## src/rtl/clksel_pkg.sv

```systemverilog
package clksel_pkg;

    localparam int unsigned SEL_W   = 3;
    localparam int unsigned NUM_SRC = 1 << SEL_W;
    // first table slot that carries a divided PLL clock
    localparam int unsigned DIV_BASE = 3;

    typedef enum logic [SEL_W-1:0] {
        SRC_REF    = 3'd0,
        SRC_LOW    = 3'd1,
        SRC_HIGH   = 3'd2,
        SRC_DIV2   = 3'd3,
        SRC_DIV4   = 3'd4,
        SRC_DIV8   = 3'd5,
        SRC_SPARE6 = 3'd6,
        SRC_SPARE7 = 3'd7
    } clk_src_e;

endpackage

```

## src/rtl/clksel_div_chain.sv

```systemverilog
module clksel_div_chain #(
    parameter int unsigned STAGES = 3
) (
    input  logic              pll_clk,
    input  logic              rst,
    output logic [STAGES-1:0] taps
);

    // stage 0: inverts on every PLL edge
    always_ff @(posedge pll_clk) begin
        if (rst) taps[0] <= 1'b0;
        else     taps[0] <= ~taps[0];
    end

    genvar k;
    generate
        for (k = 1; k < STAGES; k++) begin : g_stage
            always_ff @(posedge pll_clk) begin
                if (rst)                 taps[k] <= 1'b0;
                else if (&taps[k-1:0])   taps[k] <= ~taps[k];
            end


            stage_carry_chk: assert property (@(posedge pll_clk) disable iff (rst)
                (taps[k] != $past(taps[k])) |-> $fell(taps[k-1]));
        end
    endgenerate


    div2_toggle_chk: assert property (@(posedge pll_clk) disable iff (rst)
        !$past(rst) |-> (taps[0] != $past(taps[0])));


    div_reset_chk: assert property (@(posedge pll_clk) disable iff (rst)
        $fell(rst) |-> (taps == '0));

endmodule

```

## src/rtl/clksel_src_table.sv

```systemverilog
module clksel_src_table
    import clksel_pkg::*;
#(
    parameter int unsigned STAGES = 3
) (
    input  logic               ref_clk,
    input  logic [STAGES-1:0]  taps,
    output logic [NUM_SRC-1:0] srcs
);

    genvar i;
    generate
        for (i = 0; i < NUM_SRC; i++) begin : g_entry
            if (i == int'(SRC_REF)) begin : g_ref
                assign srcs[i] = ref_clk;
            end else if (i == int'(SRC_HIGH)) begin : g_hi
                assign srcs[i] = 1'b1;
            end else if (i >= DIV_BASE && i < DIV_BASE + STAGES) begin : g_div
                assign srcs[i] = taps[i-DIV_BASE];
            end else begin : g_lo
                // constant low, including unused codes
                assign srcs[i] = 1'b0;
            end
        end
    endgenerate

endmodule

```

## src/rtl/clksel_mux.sv

```systemverilog
module clksel_mux
    import clksel_pkg::*;
(
    input  logic [NUM_SRC-1:0] srcs,
    input  logic [SEL_W-1:0]   sel,
    output logic               clk_out
);

    always_comb begin
        clk_out = srcs[sel];
    end

endmodule

```

## src/rtl/clk_source_select.sv

```systemverilog
module clk_source_select
    import clksel_pkg::*;
#(
    parameter int unsigned DIV_STAGES = 3,
    // log2 of the division routed to the pin (1..DIV_STAGES)
    parameter int unsigned PIN_LOG2   = 3
) (
    input  logic             pll_clk,
    input  logic             rst,
    input  logic             ref_clk,
    input  logic [SEL_W-1:0] src_sel,
    output logic             core_clk,
    output logic             pin_clk
);

    localparam int unsigned PIN_IDX = PIN_LOG2 - 1;

    logic [DIV_STAGES-1:0] taps;
    logic [NUM_SRC-1:0]    srcs;

    clksel_div_chain #(.STAGES(DIV_STAGES)) u_chain (
        .pll_clk (pll_clk),
        .rst     (rst),
        .taps    (taps)
    );

    clksel_src_table #(.STAGES(DIV_STAGES)) u_table (
        .ref_clk (ref_clk),
        .taps    (taps),
        .srcs    (srcs)
    );

    clksel_mux u_mux (
        .srcs    (srcs),
        .sel     (src_sel),
        .clk_out (core_clk)
    );

    assign pin_clk = taps[PIN_IDX];


    const_low_chk: assert property (@(posedge pll_clk) disable iff (rst)
        (src_sel == SRC_LOW) |-> !core_clk);


    const_high_chk: assert property (@(posedge pll_clk) disable iff (rst)
        (src_sel == SRC_HIGH) |-> core_clk);


    spare_low_chk: assert property (@(posedge pll_clk) disable iff (rst)
        (src_sel == SRC_SPARE6 || src_sel == SRC_SPARE7) |-> !core_clk);


    pin_sel_free_chk: assert property (@(posedge pll_clk) disable iff (rst)
        (src_sel == SRC_DIV8) |-> (pin_clk == core_clk));

endmodule

```

## config.mk

```make
export PLATFORM = sky130hd
export DESIGN_NAME = clk_source_select
export DESIGN_NICKNAME = d
export VERILOG_FILES = /design/src/rtl/clksel_pkg.sv /design/src/rtl/clksel_div_chain.sv /design/src/rtl/clksel_src_table.sv /design/src/rtl/clksel_mux.sv /design/src/rtl/clk_source_select.sv
export SDC_FILE = /design/constraint.sdc
export NUM_CORES = 1
export LEC_CHECK = 0
export BUFFER_PORTS_ARGS = -buffer_cell sky130_fd_sc_hd__clkbuf_2
export CAP_MARGIN = 20
export CORE_AREA = 8 8 45 47
export CTS_CLUSTER_DIAMETER = 80
export CTS_CLUSTER_SIZE = 28
export DETAILED_ROUTE_END_ITERATION = 12
export DIE_AREA = 0 0 53 55
export PLACE_DENSITY = 0.3
export SETUP_SLACK_MARGIN = 0.02
export SYNTH_ARGS = -nofsm -noshare
export SYNTH_HDL_FRONTEND = slang
export SYNTH_SLANG_ARGS = --single-unit
```

## constraint.sdc

```tcl
create_clock -name pll_clk -period 1.1 [get_ports pll_clk]
set_clock_uncertainty 0.15 [all_clocks]
set_input_delay 0.22 -clock pll_clk [delete_from_list [all_inputs] [get_ports pll_clk]]
set_output_delay 0.22 -clock pll_clk [all_outputs]
set_load 0.02 [all_outputs]
```

==> impl_metrics.csv <==
group,metric,value,unit
die,dieArea,2920,µm²
sta,tightestPinTransition,149,ps
worst_setup_path,path_class,"flop to output port",
pwr,ir_drop,0.000487,V
cts,cts_buffers,3,
yosys,ys_types,9,
yosys,ys_ff_latch,3,
drt,drt-initial-drc-count,5,
drt,route.detailed.drc,0,
worst_setup_path,cp.required,730,ps
worst_setup_path,worstPathArrival,1040,ps
cts,worstSkewPairLatency,230,ps
pwr,p_per_area,1520,nW/µm²
final_layout,most-common-layout-cells,"clkbuf_2, nor2_1, clkbuf_4, buf_4",
final_layout,layout_commonest_cell,"clkbuf_2",
final_layout,post-route-util,0.186,
drt,routed.top_layer,"met3",
sta,rsz0062_at_grt,"true",
placed_design,gp_congestion,0.646,
global_routing,gr-total-overflow,0,
cts,hold_buffers,0,
worst_hold_path,hold_class,"input port to flop",
cts,cts-htree-levels,1,
die,fp.coreArea,1380,µm²
outcome,violations,"setup timing",
sta,maxSlewViolCount,0,
drt,dr.pass1.iters,3,
sta,hold_violations,0,
cts,clockRootBuffer,"clkbuf_4",
sta,fmax,710,MHz
sta,hold_ws,24.9,ps
yosys,synth.avg_cell_area,8.51,µm²
placed_design,dpl_cell_area,210,µm²
drt,wl_met2,142,µm
die,io_pins,8,
placed_design,io_buffer_count,7,
final_layout,nNetsFinal,36,
yosys,synth_area_leaders,"dfxtp_1, nor2_1, mux2i_1, xnor2_1, xor2_1",
drt,wl_per_cell,9.09,µm
yosys,synth_seq_area_share,0.471,
outcome,status,"complete, but fails checks",
run,cap_violations,0,
sta,timing.final.crit_share,1.28,
sta,timing.final.crit_period,1410,ps
final_layout,largest_register_ffs,3,
placed_design,place_ws,-129,ps
cts,tritoncts,"yes",
final_layout,top_regs,"u_chain.taps (3)",
worst_hold_path,min_path_cells,2,
global_routing,antenna_found_initial,0,
final_layout,syn_to_final_growth,102,%
cts,clk_pin_slew,40,ps
sta,relSlewSlack,0.899,
final_layout,top_register,"u_chain.taps",
global_routing,grt_pass1_wl,621,µm
worst_setup_path,cp_max_fo,2,
drt,m1WireLength,206,µm
drt,vias_per_cell,3.24,
cts,cts.path.max_buffers,2,
final_layout,final_cell_area,258,µm²
sta,setup_viol,2,
drt,met3WireLength,60,µm
yosys,synth_nets,21,
yosys,postSynthCellCount,15,
die,die_h,55,µm
global_routing,grt_max_degree,4,
pwr,power,0.393,mW
drt,wl,409,µm
cts,numClockSinks,3,
yosys,syn-cell-area,128,µm²
die,rows,14,
yosys,synth_top_cell_by_area,"dfxtp_1",
die,initial_core_util,0.0922,
die,die_w,53,µm
yosys,yosys_warnings,0,
worst_setup_path,startpoint_type,"flop",
placed_design,place_hpwl,330,µm
global_routing,grt_pass1_vias,145,
worst_setup_path,end_kind,"output port",
sta,worst_slack,-309,ps
worst_setup_path,r2r_cells,4,
global_routing,grt_usage,0.0317,
drt,ant_nets,0,
yosys,synth_top_area_share,0.471,
final_layout,drive_above_1_share,0.552,
pwr,p_leak,0.118,nW
drt,dr_total_vias,146,
final_layout,antennaDiodeCount,0,
path summary, 6_finish.rpt:
path | startpoint | to | slack [ps]
worst min register to register | u_chain.taps[0] | u_chain.taps[0] | 380
worst min-delay path | rst | u_chain.taps[1] | 20
worst max register to register | u_chain.taps[0] | u_chain.taps[2] | 140
worst max-delay path | u_chain.taps[2] | core_clk | -310
kinds of logic (layout without fill, tap and decap cells):
group	after synthesis	in the layout	synth area share
xor+xnor	2	2	0.137
mux	1	1	0.0784
flops	3	3	0.471
simple gates	6	6	0.176
compound gates	3	3	0.137
buf+inv	0	14	0
layer usage:
metal,vias to the layer above,GRT usage
li1,77,-
met4,0,0.0259
met5,-,0
met1,61,0.0318
met2,8,0.0332
met3,0,0.0374
critical path, cell delays in order (launching register included):
cell and delay [ps]:
dfxtp_4 330, mux2i_1 60, o21ai_1 150, o21a_2 160
buf_8 110
Yosys cell counts, drive strengths merged:
| library cell | number |
|---|---|
| o21ai | 2 |
| dfxtp | 3 |
| xnor2 | 1 |
| nor2 | 4 |
| nand2 | 2 |
| o21a | 1 |
| mux2i | 1 |
| xor2 | 1 |
per-stage QoR:
stage | cells | setup TNS, ps
finish | 45 | -393
global route | 45 | -477
CTS | 46 | -515
detailed placement | 41 | -129
global placement | 41 | -95.8
floorplan | 15 | -11.7
final cells by class:
| cell class | count | area, µm² |
|---|---|---|
| timing repair buffer | 10 | 77.6 |
| multi-input combinational | 12 | 68.8 |
| fill | 159 | 1130 |
| tap | 16 | 20.0 |
| clock buffer | 4 | 26.3 |
| sequential | 3 | 65.1 |
where the power goes:
part / switching (mW) / internal [mW]
combinational: 0.0338 / 0.0460
sequential: 0.00459 / 0.119
clock: 0.0541 / 0.136
total: 0.0924 / 0.300
timing repair:
item | 4_1_cts | 5_1_grt
pin swaps | 0 | 1
gates resized for setup | 6 | 2
buffers inserted | 1 | 0
endpoints found under the setup margin | 2 | 2
Note: power is estimated with default switching activity, not from simulation.
